$ cat src/rtl/sysbus_dec_pkg.sv
package sysbus_dec_pkg;

  typedef enum logic [2:0] {
    RG_NONE = 3'd0,
    RG_WRAM = 3'd1,
    RG_BREG = 3'd2,
    RG_AREG = 3'd3,
    RG_ROM  = 3'd4,
    RG_SRAM = 3'd5
  } region_e;

  localparam int NUM_RG = 5;

  typedef enum logic [1:0] {
    MT_CPU  = 2'd0,
    MT_WRAM = 2'd1,
    MT_ROM  = 2'd2,
    MT_SRAM = 2'd3
  } memtype_e;

  typedef enum logic [1:0] {
    AT_IREG = 2'd0,
    AT_CTRL = 2'd1,
    AT_DMA  = 2'd2
  } atgt_e;

endpackage

$ cat src/rtl/sbd_page_map.sv
module sbd_page_map
  import sysbus_dec_pkg::*;
#(
  parameter int          PAGE_W     = 12,
  parameter int          PIDX_W     = 10,
  parameter logic [7:0]  WRAM_BANK  = 8'h7E,
  parameter logic [7:0]  SRAM_BANK  = 8'h70,
  parameter int          SRAM_PAGES = 8,
  parameter int          ROM_PAGES  = 1024
) (
  input  logic [PAGE_W-1:0] page,
  output region_e           region,
  output logic [PIDX_W-1:0] pidx
);
  localparam int MIRROR_PAGES = 2;

  logic [7:0] bank;
  logic [3:0] p4;
  logic       low_group;
  logic [9:0] rom_idx;

  assign bank      = page[PAGE_W-1 -: 8];
  assign p4        = page[3:0];
  assign low_group = ~bank[6];
  assign rom_idx   = {bank[5:0], p4};

  always_comb begin
    region = RG_NONE;
    pidx   = '0;
    if (bank[7:1] == WRAM_BANK[7:1]) begin
      region = RG_WRAM;
      pidx   = PIDX_W'({bank[0], p4});
    end else if (low_group) begin
      if (int'(p4) < MIRROR_PAGES) begin
        region = RG_WRAM;
        pidx   = PIDX_W'(p4);
      end else if (p4 == 4'h2) begin
        region = RG_BREG;
      end else if (p4 == 4'h4) begin
        region = RG_AREG;
      end
    end else if (bank == SRAM_BANK && int'(p4) < SRAM_PAGES) begin
      region = RG_SRAM;
      pidx   = PIDX_W'(p4);
    end else if (bank[7:6] == 2'b11 && int'(rom_idx) < ROM_PAGES) begin
      region = RG_ROM;
      pidx   = PIDX_W'(rom_idx);
    end
  end

endmodule

$ cat src/rtl/sbd_abus_split.sv
module sbd_abus_split
  import sysbus_dec_pkg::*;
(
  input  logic [15:0] off,
  input  logic        is_wr,
  output atgt_e       tgt
);
  logic hi_dma;
  assign hi_dma = (off >= 16'h4300);

  always_comb begin
    tgt = AT_IREG;
    if (is_wr) begin
      if (off == 16'h4016)                                  tgt = AT_CTRL;
      else if (off == 16'h420B || off == 16'h420C || hi_dma) tgt = AT_DMA;
    end else begin
      if (off == 16'h4016 || off == 16'h4017)               tgt = AT_CTRL;
      else if (hi_dma)                                      tgt = AT_DMA;
    end
  end

endmodule

$ cat src/rtl/sysbus_page_decoder.sv
module sysbus_page_decoder
  import sysbus_dec_pkg::*;
#(
  parameter int          ADDR_W     = 24,
  parameter int          ABS_W      = 32,
  parameter logic [7:0]  WRAM_BANK  = 8'h7E,
  parameter logic [7:0]  SRAM_BANK  = 8'h70,
  parameter int          SRAM_PAGES = 8,
  parameter int          ROM_PAGES  = 1024
) (
  input  logic              clk,
  input  logic              rst,
  input  logic [ADDR_W-1:0] bus_addr,
  input  logic              bus_rd,
  input  logic              bus_wr,
  input  logic              bus_peek,
  output logic [4:0]        region_oh,
  output logic [1:0]        region_type,
  output logic [ABS_W-1:0]  abs_addr,
  output logic              sel_ctrl,
  output logic              sel_dma,
  output logic              sel_ireg,
  output logic              sel_breg,
  output logic              map_miss,
  output logic              fixed_vld,
  output logic [7:0]        fixed_data
);
  localparam int OFS_W  = 12;
  localparam int PAGE_W = ADDR_W - OFS_W;
  localparam int PIDX_W = 10;

  region_e           region;
  logic [PIDX_W-1:0] pidx;
  atgt_e             atgt;
  logic [4:0]        oh_d;
  memtype_e          type_d;
  logic [ABS_W-1:0]  abs_d;
  logic              access, is_reg, is_none;

  sbd_page_map #(
    .PAGE_W(PAGE_W), .PIDX_W(PIDX_W), .WRAM_BANK(WRAM_BANK),
    .SRAM_BANK(SRAM_BANK), .SRAM_PAGES(SRAM_PAGES), .ROM_PAGES(ROM_PAGES)
  ) u_map (
    .page  (bus_addr[ADDR_W-1:OFS_W]),
    .region(region),
    .pidx  (pidx)
  );

  sbd_abus_split u_asplit (
    .off  (bus_addr[15:0]),
    .is_wr(bus_wr),
    .tgt  (atgt)
  );

  for (genvar g = 1; g <= NUM_RG; g++) begin : g_oh
    assign oh_d[g-1] = (region == region_e'(g));
  end

  always_comb begin
    case (region)
      RG_WRAM: type_d = MT_WRAM;
      RG_ROM:  type_d = MT_ROM;
      RG_SRAM: type_d = MT_SRAM;
      default: type_d = MT_CPU;
    endcase
  end

  assign abs_d   = (type_d == MT_CPU) ? '1 : ABS_W'({pidx, bus_addr[OFS_W-1:0]});
  assign access  = (bus_rd | bus_wr) & ~bus_peek;
  assign is_reg  = (region == RG_BREG) | (region == RG_AREG);
  assign is_none = (region == RG_NONE);

  always_ff @(posedge clk) begin
    if (rst) begin
      region_oh   <= '0;
      region_type <= '0;
      abs_addr    <= '0;
      sel_ctrl    <= 1'b0;
      sel_dma     <= 1'b0;
      sel_ireg    <= 1'b0;
      sel_breg    <= 1'b0;
      map_miss    <= 1'b0;
      fixed_vld   <= 1'b0;
      fixed_data  <= '0;
    end else begin
      region_oh   <= oh_d;
      region_type <= type_d;
      abs_addr    <= abs_d;
      sel_ctrl    <= access && region == RG_AREG && atgt == AT_CTRL;
      sel_dma     <= access && region == RG_AREG && atgt == AT_DMA;
      sel_ireg    <= access && region == RG_AREG && atgt == AT_IREG;
      sel_breg    <= access && region == RG_BREG;
      map_miss    <= access && is_none;
      if (bus_peek && (is_reg || is_none)) begin
        fixed_vld  <= 1'b1;
        fixed_data <= 8'h00;
      end else if (bus_rd && !bus_peek && is_none) begin
        fixed_vld  <= 1'b1;
        fixed_data <= bus_addr[19:12];
      end else begin
        fixed_vld  <= 1'b0;
        fixed_data <= 8'h00;
      end
    end
  end

endmodule

$ cat config.mk
export PLATFORM = sky130hd
export DESIGN_NAME = sysbus_page_decoder
export DESIGN_NICKNAME = d
export VERILOG_FILES = /design/src/rtl/sysbus_dec_pkg.sv /design/src/rtl/sbd_page_map.sv /design/src/rtl/sbd_abus_split.sv /design/src/rtl/sysbus_page_decoder.sv
export SDC_FILE = /design/constraint.sdc
export NUM_CORES = 1
export LEC_CHECK = 0
export BUFFER_PORTS_ARGS = -buffer_cell sky130_fd_sc_hd__clkbuf_2
export CORE_ASPECT_RATIO = 0.7
export CORE_MARGIN = 2
export CORE_UTILIZATION = 48
export DETAILED_ROUTE_END_ITERATION = 7
export GPL_TIMING_DRIVEN = 0
export MAX_ROUTING_LAYER = met4
export PLACE_DENSITY = 0.93
export SLEW_MARGIN = 5
export SYNTH_ARGS = -nofsm -noshare
export SYNTH_HDL_FRONTEND = slang
export SYNTH_SLANG_ARGS = --single-unit
$ cat constraint.sdc
create_clock -name clk -period 4.45 [get_ports clk]
set_input_delay 0.89 -clock clk [delete_from_list [all_inputs] [get_ports clk]]
set_output_delay 0.89 -clock clk [all_outputs]
set_load 0.01 [all_outputs]
==> Yosys cells after proc, flatten, opt, wreduce, memory -nomap -nowiden <==
Index checks and enable logic that the tools add are counted.
{ "word_totals": {"output_inout_bits": 53, "reg_bits": 53} }
{ "op_classes": {"eq_ne": 16, "muxes": 21, "n_bitwise": 5, "magnitude_cmp": 3, "reduce_logical": 19} }
{ "op_table": {"columns": ["op", "count"], "rows": [
  ["16-bit by 15-bit == test with 1-bit output (second input constant)", 4],
  ["10-bit 2-to-1 mux", 4],
  ["32-bit 2-to-1 mux", 1],
  ["3-bit 2-to-1 mux", 6],
  ["16-bit by 15-bit >= comparator with 1-bit output (second input constant)", 1],
  ["2-bit 2-to-1 mux", 6],
  ["1-bit logical AND", 10],
  ["8-bit by 7-bit == test with 1-bit output (second input constant)", 1],
  ["7-bit by 6-bit == test with 1-bit output (second input constant)", 1],
  ["3-bit by 2-bit == test with 1-bit output (second input constant)", 2],
  ["3-bit == test (second input constant)", 2],
  ["2-bit one-hot mux with 3 select lines", 1],
  ["2-bit == test (second input constant)", 2],
  ["4-bit by 2-bit == test with 1-bit output (second input constant)", 1],
  ["4-bit by 3-bit == test with 1-bit output (second input constant)", 1],
  ["2-bit zero test", 2],
  ["1-bit logical OR", 4],
  ["4-bit by 2-bit < comparator with 1-bit output (second input constant)", 1],
  ["4-bit < comparator (second input constant)", 1],
  ["4-bit 2-to-1 mux", 1],
  ["3-bit by 1-bit == test with 1-bit output (second input constant)", 1],
  ["3-bit zero test", 1],
  ["3-bit OR reduction", 1],
  ["2-bit by 1-bit == test with 1-bit output (second input constant)", 1],
  ["other kinds (5)", 8]
]} }

==> Depth between registers and ports, before layout <==
Gate-level depths: netlist (run 1).
{ "logic_depth": {"depth_word": 11, "mapped_depth": 6} }

==> Hierarchy <==
From an unflattened synthesis (run 1), not the netlist that was laid out.
{ "unflattened": {"cells_unflattened": 184, "area_unflattened_um2": 1793.0} }
{ "by_module_without_submodules": {"columns": ["module", "cells_per_inst", "seq_area_each_um2", "n_inst", "area_each_um2"], "rows": [
  ["sysbus_page_decoder", 139, 880.8, 1, 1470.2],
  ["sbd_page_map", 31, 0.0, 1, 229.0],
  ["sbd_abus_split", 14, 0.0, 1, 93.8]
]} }

==> Least setup slack after synthesis (run 1) <==
Ideal clock, no wire load.
{ "synth_timing": {"path_kind": "input -> register", "start": "input bus_addr[15]", "end": "register abs_addr[11]", "path_slack_ns": 2.328, "n_path_buf": 1, "path_stages": 5, "required_time_ns": 4.318, "t_arrival_ns": 1.990, "path_cell_list": "or4_1 > o21ai_2 > a211o_1 > buf_4 > a21oi_1"} }
{ "synth_via": {"elab_chain_cells": 10, "elab_cells_between_ends": 17, "cone_classes": "2 x order compare; 5 x eq/ne; 8 x mux; 2 x reduce/logical"} }
{ "synth_rtl": {"columns": ["element", "line_no", "text"], "rows": [
  ["start, declared", "sysbus_page_decoder.sv:13", "input logic [ADDR_W-1:0] bus_addr,"],
  ["4-bit by 3-bit == test with 1-bit output", "sbd_page_map.sv:39", "end else if (p4 == 4'h4) begin"],
  ["2-bit 2-to-1 mux", "sbd_page_map.sv:39", null],
  ["3-bit 2-to-1 mux", "sbd_page_map.sv:37", "end else if (p4 == 4'h2) begin"],
  ["3-bit 2-to-1 mux", "sbd_page_map.sv:34", "if (int'(p4) < MIRROR_PAGES) begin"],
  ["3-bit 2-to-1 mux *", "sbd_page_map.sv:33", "end else if (low_group) begin"],
  ["3-bit 2-to-1 mux *", "sbd_page_map.sv:30", "if (bank[7:1] == WRAM_BANK[7:1]) begin"],
  ["3-bit == test or 3-bit by 1-bit == test with 1-bit output (tied branches)", "sysbus_page_decoder.sv:60", "case (region)"],
  ["2-bit one-hot mux with 3 select lines *", "sysbus_page_decoder.sv:60", null],
  ["2-bit zero test *", "sysbus_page_decoder.sv:68", "assign abs_d = (type_d == MT_CPU) ? '1 : ABS_W'({pidx, bus_addr[OFS_W-1:0]});"],
  ["32-bit 2-to-1 mux *", "sysbus_page_decoder.sv:68", null],
  ["end signal, assigned", "sysbus_page_decoder.sv:88", "abs_addr <= abs_d;"],
  ["end, declared", "sysbus_page_decoder.sv:19", "output logic [ABS_W-1:0] abs_addr,"]
]} }
Every way passes the cells marked *; elsewhere a longest branch is shown, timed or not.
A chain may end at the register's enable or synchronous reset.

==> Worst setup path after layout (run 1) <==
{ "layout_timing": {"start": "input bus_addr[15]", "end": "register abs_addr[9]"} }
Same word-level chain as after synthesis.

==> results of run 1 <==
[metrics by stage]
stage	cells	utilization [%]	instance area, µm²	power, mW	hold WS [ns]
global route	299	68.42	2168	0.8673	0.8038
global placement	291	64.90	2057	0.5381	1.125
finish	299	68.42	2168	0.8316	0.8078
floorplan	173	-	1609	0.4871	1.007
detailed placement	291	64.90	2057	0.5399	1.121
CTS	299	68.42	2168	0.8353	0.8052
[cells by family after synthesis]
logic type / after synthesis / share of synthesized area [%]
buffers and inverters: 33 / 10.42
DFF: 44 / 54.74
adders and majority gates: 1 / 0.6221
AOI/OAI and AO/OA: 41 / 15.63
and+or+nand+nor: 54 / 18.59
[synthesized netlist by cell type, types with 2 or more instances]
master	instances
dfxtp_1	44
or4_1	3
buf_2	2
nand2_1	10
nor2_1	13
o21ai_0	4
and2_1	7
clkbuf_1	4
a21oi_1	24
buf_4	11
nor3_1	6
a211o_1	2
nor4_1	3
nand3_1	2
inv_1	16
a211oi_1	3
nand3b_1	2
[final cells by class]
cell class,instances,area (µm²)
buffer,17,107.6
clock inverter,3,42.54
timing repair buffer,80,400.4
clock buffer,5,68.82
tap,38,47.55
fill,244,1001
multi-input combinational,96,560.5
sequential,44,880.8
inverter,16,60.06
[tightest hold or removal path, stage by stage]
cell      delay [ns]
clkbuf_2        0.08
inv_1           0.04
a21oi_1         0.05
[layout by cell type (no fill, tap or decap), drive strengths merged, types with 2 or more instances in the layout]
cell	netlist	final
clkbuf	4	89
dfxtp	44	44
a21oi	24	24
inv	16	16
nor2	13	13
buf	13	13
nand2	10	10
and2	7	7
nor3	6	6
o21ai	6	6
or4	3	3
nor4	3	3
a211oi	3	3
a211o	2	2
nand3b	2	2
nand3	2	2
[worst paths after layout]
| path | startpoint | to | cells after the start |
|---|---|---|---|
| setup / recovery | bus_addr[15] | abs_addr[9]$_SDFF_PP0_ | 6 |
| hold / removal | bus_addr[6] | abs_addr[6]$_SDFF_PP0_ | 3 |
[report_power, final]
group / switching, mW / internal [mW]
clock network: 0.133 / 0.166
logic: 0.0635 / 0.0490
registers: 0.00676 / 0.413
[per-layer routing]
| layer | share of wire (%) | vias to the layer above | GRT usage, % |
|---|---|---|---|
| met5 | 0 | - | - |
| met4 | 1.9 | 0 | 9.568 |
| met3 | 5.7 | 8 | 6.923 |
| li1 | - | 755 | - |
| met1 | 46 | 674 | 28.49 |
| met2 | 46 | 53 | 30.03 |
[sequential cells by signal (all words and copies together), names as in the netlist]
name and count:
region_oh 5, sel_dma 1, fixed_vld 1, region_type 2
sel_breg 1, sel_ctrl 1, sel_ireg 1, map_miss 1
abs_addr 23, fixed_data 8
==> flow_metrics.tcl, run 1 <==
set metrics [dict create \
    dp_hpwl_um 2824 \
    post-route-drc-count 0 \
    hold_class "input port to flip-flop" \
    fp.dieH_um 52.44 \
    grt_first_pass_wirelength_um 5823 \
    antenna_cells 0 \
    dieArea_um2 3839 \
    grt_max_degree 15 \
    maxSlewHeadroom_pct 46.97 \
    cts_sinks 44 \
    setup.worst_path.class "input port to flip-flop" \
    synthArstFlopShare_pct 0 \
    cpPeakStageDelay_ns 0.56 \
    wl_per_cell_um 13.07 \
    grt_usage_pct 21.52 \
    path_clk_slew_ns 0.08 \
    ys_seq_area_share_pct 54.74 \
    postSynthRegisterBits 44 \
    vdd_drop_max_v 0.0001950 \
    rsz0062_at_grt "no" \
    critPathLaunchType "input port" \
    cap_violations 0 \
    initial_core_util_pct 50.77 \
    num_vias 1490 \
    port-buffer-count 80 \
    slew_viol_final 0 \
    hold_viol_final 0 \
    rows 17 \
    antenna_found_initial 0 \
    drt_iter0_drc 64 \
    synth_edf_count 0 \
    post_cts_resize_count 0 \
    crit_path_top_delay_cell "or4_1" \
    timing.setup.tns_ns 0 \
    dp_slack_ns 2.084 \
    timing.fmax_mhz 485.8 \
    vias_per_cell 4.983 \
    area_delta_synth_final_pct 34.76 \
    syn_nets 202 \
    core_area_um2 3169 \
    leakage_nw 1.094 \
    fin_ws_ns 2.392 \
    min_period_ns 2.058 \
    synth.area.top_cells "dfxtp_1 55%, a21oi_1 7.5%, buf_4 5.1%, inv_1 3.7%, nor2_1 3.0%" \
    power_density_nw_per_um2 383.5 \
    synth_cell_types 34 \
    finalCritPeriodShare_pct 46.26 \
    dr.pass1.iters 4 \
    crit_path_max_fanout 10 \
    syn_avg_cell_area_um2 9.301 \
    cts_tree "built" \
    cts_inserted_buffers 5 \
    grt-ovfl-total 0 \
    cts_max_level 2 \
    synth_top_area_cell "dfxtp_1" \
    syn-instance-count 173 \
    clockRootBuffer "clkbuf_8" \
    dominantRegCellSynth "dfxtp_1" \
    drive_above_1_share_pct 40.23 \
    path_buf_inv 2 \
    final_net_count 289 \
    synth.top_cell.area_share_pct 54.74 \
    cts_setup_buffers 0 \
    critical_path_required_ns 4.62 \
    critical_path_arrival_ns 2.22 \
    cp-end-kind "flip-flop" \
    grt_pass1_vias 1268 \
    place_congestion 0.8597 \
    synthesis.area_um2 1609 \
    postCtsHoldBufs 0 \
    io_pins 82 \
    path_delay_family "simple AND/OR/NAND/NOR gates" \
    dieWidth_um 73.20 \
    antenna_left 0 \
    cts.path.max_buffers 2 \
    finalSetupViolCount 0 \
    worst_slew_pin_slew_ns 0.7753 \
    critical_path.cell_chain "clkbuf_2 -> or4_1 -> o21ai_2 -> a211o_1 -> buf_4 -> a21oi_1" \
    wirelength_um 3908 \
    status "finished, final reports clean" \
    yosys_warnings 0 \
]
(Power assumes the default switching activity.)
==> run 2, diff against run 1 <==
CORE_UTILIZATION = 44   (was 48)
PLACE_DENSITY = 0.87   (was 0.93)
clock period = 2 ns   (was 4.45 ns; I/O delays follow)
==> run 2 against run 1 <==
Final cell count up 3.7%. Total power up 140%. Non-clock buffer count unchanged. Cell area up 1.5%. Critical path depth unchanged. Sequential power up 120%. Die area up 8.5%. Setup slack worse by 2.0 ns. Via count down 0.54%. Combinational power up 130%. Clock-buffer cell count unchanged. Largest cell class unchanged. Highest routed layer unchanged.
==> flow_metrics.tcl, run 2 (synthesis gave the netlist of run 1 again) <==
set metrics [dict create \
    dieWidth_um 76.28 \
    clkPwrFrac_pct 39.3 \
    wirelength_um 3966 \
    io_pins 82 \
    setup.worst_path.class "input port to flip-flop" \
    fin_cells 310 \
    critPathLaunch "bus_addr[15]" \
    dp_hpwl_um 3066 \
    final_common_cell "clkbuf_2" \
    vias_per_cell 4.781 \
    critPathLaunchType "input port" \
    finalSetupViolCount 0 \
    pwr-share-seq_pct 47.7 \
    worst_slew_pin_slew_ns 0.7068 \
    grt_pass1_vias 1220 \
    slew_viol_final 0 \
    grt_max_degree 14 \
    fp.dieH_um 54.60 \
    final_cell_mix "80 x clkbuf_2, 44 x dfxtp_1, 24 x a21oi_1" \
    cp-end-kind "flip-flop" \
    min_from "bus_addr[5]" \
    finalCoreUtilization_pct 62.64 \
    hold_depth 3 \
    critical_path_arrival_ns 1.80 \
    finalCritPeriodShare_pct 82.35 \
    power_density_nw_per_um2 889.1 \
    post_cts_resize_count 0 \
    cts_setup_buffers 0 \
    hold_class "input port to flip-flop" \
    cts.path.max_buffers 2 \
    leakage_nw 1.105 \
    grt-ovfl-total 0 \
    grt_usage_pct 19.89 \
    hold_viol_final 0 \
    path_clk_slew_ns 0.07 \
    hold_end "abs_addr[5]$_SDFF_PP0_" \
    cts_max_level 2 \
    intPower_mw 1.519 \
    cts_inserted_buffers 5 \
    rsz0062_at_grt "no" \
    rows 18 \
    grt_first_pass_wirelength_um 5982 \
    maxSlewHeadroom_pct 51.66 \
    num_vias 1482 \
    dr.pass1.iters 4 \
    timing.setup.tns_ns 0 \
    final_net_count 289 \
    post-route-drc-count 0 \
    core_area_um2 3513 \
    power_frac_comb_pct 12.9 \
    power_mw 1.957 \
    dieArea_um2 4165 \
    crit_path_max_fanout 10 \
    swShare_pct 22.36 \
    clockRootBuffer "clkbuf_8" \
    vdd_drop_max_v 0.0005845 \
    drive_above_1_share_pct 40.00 \
    antenna_left 0 \
    drt_iter0_drc 43 \
    area_delta_synth_final_pct 36.78 \
    largest_reg_flops 23 \
    initial_core_util_pct 45.80 \
    port-buffer-count 80 \
    wl_per_cell_um 12.79 \
    placed_cells 303 \
    antenna_found_initial 0 \
    place_congestion 0.7805 \
    cts_tree "built" \
    reg_top3 "abs_addr (23), fixed_data (8), region_oh (5)" \
    timing.fmax_mhz 607.2 \
    postCtsHoldBufs 0 \
    switchingPower_mw 0.4375 \
    largest-register "abs_addr" \
    cts_sinks 44 \
    min_period_ns 1.647 \
    critical_path_required_ns 2.16 \
    status "finished, final reports clean" \
    cap_violations 0 \
    antenna_cells 0 \
    hold_ws_ns 0.3281 \
]
-- run 2: cell types whose count changed in the layout (fill, tap and decap cells not counted) --
| cell | previous run | this run |
|---|---|---|
| clkinvlp_4 | 1 | 0 |
| clkinv_2 | 1 | 0 |
| bufinv_16 | 1 | 2 |
-- run 2: how the worst max path moves through the flow --
stage,endpoint,slack (ns)
6_report,abs_addr[12]$_SDFF_PP0_,0.35
5_1_grt,abs_addr[12]$_SDFF_PP0_,0.33
4_1_cts,abs_addr[12]$_SDFF_PP0_,0.38
3_5_place_dp,abs_addr[12]$_SDFF_PP0_,0.09
3_3_place_gp,abs_addr[15]$_SDFF_PP0_,0.12
2_1_floorplan,abs_addr[11]$_SDFF_PP0_,0.37
-- run 2: power by group through the flow --
| stage | clock network [mW] | logic (mW) | registers, mW |
|---|---|---|---|
| final | 0.770 | 0.253 | 0.934 |
| after global routing | 0.834 | 0.277 | 0.938 |
| after CTS | 0.778 | 0.252 | 0.935 |
| after detailed placement | 0 | 0.250 | 0.955 |
| after global placement | 0 | 0.245 | 0.953 |
| after floorplan | 0 | 0.107 | 0.976 |
-- run 2: area by class of cell --
type | count | area [µm²]
well taps | 50 | 62.56
clock inverters | 2 | 60.06
repair buffers | 80 | 400.4
plain buffers | 17 | 107.6
fillers | 305 | 1313
clock buffers | 5 | 68.82
inverters | 16 | 60.06
flip-flops and latches | 44 | 880.8
multi-input cells | 96 | 560.5
-- run 2: stage by stage --
step	instance area (µm²)	setup slack, ns
2_1_floorplan	1609	0.3677
3_3_place_gp	2072	0.1182
3_5_place_dp	2072	0.08913
4_1_cts	2201	0.3834
5_1_grt	2201	0.3314
6_report	2201	0.3530
-- run 2: worst max-delay path, stage by stage --
cell and delay [ns]:
clkbuf_2 0.11, or4_1 0.57, o21ai_2 0.20, a211o_1 0.22, buf_4 0.20, a21oi_1 0.10
-- run 2: routing by layer --
layer,vias to the layer above,routed length [µm],global-route usage (%)
li1,752,-,-
met3,8,308,6.766
met5,-,0,-
met2,61,1791,30.53
met4,0,47,4.545
met1,661,1818,25.82
==> run 3, diff against run 2 <==
CORE_UTILIZATION = 40   (was 44)
PLACE_DENSITY = 0.84   (was 0.87)
clock period = 1.5 ns   (was 2 ns; I/O delays follow)
==> run 3 against run 2 <==
Non-clock buffer count increased by 1. Combinational power increased by 39%. Final cell count increased by 0.97%. Routed wire length decreased by 1.1%. Sequential power increased by 33%.
==> flow_metrics.tcl, run 3 (synthesis gave the netlist of run 1 again) <==
set metrics [dict create \
    post-route-drc-count 0 \
    multi_input_area_um2 595.6 \
    num_vias 1512 \
    finalSetupViolCount 0 \
    postCtsHoldBufs 0 \
    min_period_ns 1.453 \
    swShare_pct 24.89 \
    power_frac_comb_pct 15.5 \
    grt_pass1_vias 1316 \
    antenna_found_initial 0 \
    grt_first_pass_wirelength_um 5892 \
    final_area_um2 2202 \
    timing.fmax_mhz 688.3 \
    cts_tree "built" \
    switchingPower_mw 0.5623 \
    cts_sinks 44 \
    status "finished, final reports clean" \
    vias_per_cell 4.831 \
    cap_violations 0 \
    grt-ovfl-total 0 \
    antenna_left 0 \
    drt_iter0_drc 88 \
    path_clk_slew_ns 0.08 \
    dr.pass1.iters 4 \
    nFillCells 354 \
    initial_core_util_pct 41.27 \
    cp-end-kind "flip-flop" \
    io_pins 82 \
    antenna_cells 0 \
    area_delta_synth_final_pct 36.86 \
    regArea_um2 880.8 \
    reg_top3 "abs_addr (23), fixed_data (8), region_oh (5)" \
    hold_viol_final 0 \
    dieArea_um2 4554 \
    critical_path_required_ns 1.65 \
    hold_class "input port to flip-flop" \
    grt_usage_pct 16.99 \
    placed_cells 305 \
    fin_cells 313 \
    critPathLaunchType "input port" \
    leakage_nw 1.095 \
    core_area_um2 3899 \
    rows 19 \
    critical_path.cell_chain "clkbuf_2 -> or4_4 -> o21ai_4 -> a211o_4 -> buf_4 -> a21oi_1" \
    dp_hpwl_um 2951 \
    power_density_nw_per_um2 1026 \
    largest-register "abs_addr" \
    critical_path_arrival_ns 1.61 \
    place_congestion 0.8669 \
    drive_above_1_share_pct 41.00 \
    cpPeakStageDelay_ns 0.57 \
    timing.setup.tns_ns 0 \
    largest_reg_flops 23 \
    wirelength_um 3921 \
    final_common_cell "clkbuf_2" \
    fp.dieH_um 57.07 \
    placed_area_um2 2086 \
    dieWidth_um 79.81 \
    crit_path_max_fanout 5 \
    wl_per_cell_um 12.53 \
    cts.path.max_buffers 2 \
    setup.worst_path.class "input port to flip-flop" \
    maxSlewHeadroom_pct 52.78 \
    cts_inserted_buffers 5 \
    worst_slew_pin_slew_ns 0.6905 \
    grt_max_degree 13 \
    clockRootBuffer "clkbuf_8" \
    final_net_count 290 \
    crit_path_top_delay_cell "or4_4" \
    clkPwrFrac_pct 29.4 \
    cts_max_level 2 \
    final_cell_mix "80 x clkbuf_2, 44 x dfxtp_1, 24 x a21oi_1" \
    port-buffer-count 80 \
    pwr-share-seq_pct 55.1 \
    intPower_mw 1.697 \
    vdd_drop_max_v 0.0004603 \
    slew_viol_final 0 \
    finalCritPeriodShare_pct 96.86 \
]
-- run 3: power groups by stage --
stage                     combinational (mW)  clock (mW)  sequential [mW]
after global routing                   0.382       0.735             1.25
final                                  0.351       0.663             1.24
after floorplan                        0.147           0             1.30
after detailed placement               0.335           0             1.27
after CTS                              0.337       0.685             1.25
after global placement                 0.331           0             1.27
-- run 3: layer usage --
metal / wire length (µm) / track usage, % / vias to the layer above / part of all wire (%)
met3: 363 / 4.589 / 4 / 9.3
met4: 39 / 5.569 / 0 / 0.99
met2: 1662 / 25.21 / 85 / 42
met5: 0 / - / - / 0
li1: - / - / 763 / -
met1: 1856 / 22.70 / 660 / 47
-- run 3: repair_timing --
action,in CTS,in global routing
buffers inserted,0,0
endpoints found under the setup margin,0,27
endpoints found under the hold margin,0,0
gates resized for setup,0,5
-- run 3: cell type report --
| cell class | count | area share [%] |
|---|---|---|
| plain buffers | 17 | 5.227 |
| clock buffers | 6 | 3.295 |
| clock inverters | 1 | 0.2273 |
| inverters | 16 | 2.727 |
| multi-input cells | 96 | 27.05 |
| flip-flops and latches | 44 | 40.00 |
| well taps | 52 | 2.955 |
| repair buffers | 81 | 18.52 |
-- run 3: per-stage QoR --
stage               power (mW)  setup WS, ns  hold WS [ns]  utilization (%)
floorplan                1.449      -0.03002        0.4166                -
detailed placement       1.607       -0.2962        0.5417            53.50
CTS                      2.268      0.006389        0.2409            55.49
global placement         1.602       -0.2596        0.5317            53.50
global route             2.368      -0.03389        0.2441            56.48
finish                   2.259       0.04709        0.2443            56.48
-- run 3: worst paths after layout --
path                startpoint                      end  cells after the start
setup / recovery  bus_addr[15]  abs_addr[19]$_SDFF_PP0_                      6
hold / removal     bus_addr[6]   abs_addr[6]$_SDFF_PP0_                      3
-- run 3: critical path: cells and delay by family --
kind	cells	cell delay, ns
simple gates	1	0.57
compound gates	3	0.46
buf+inv	2	0.27
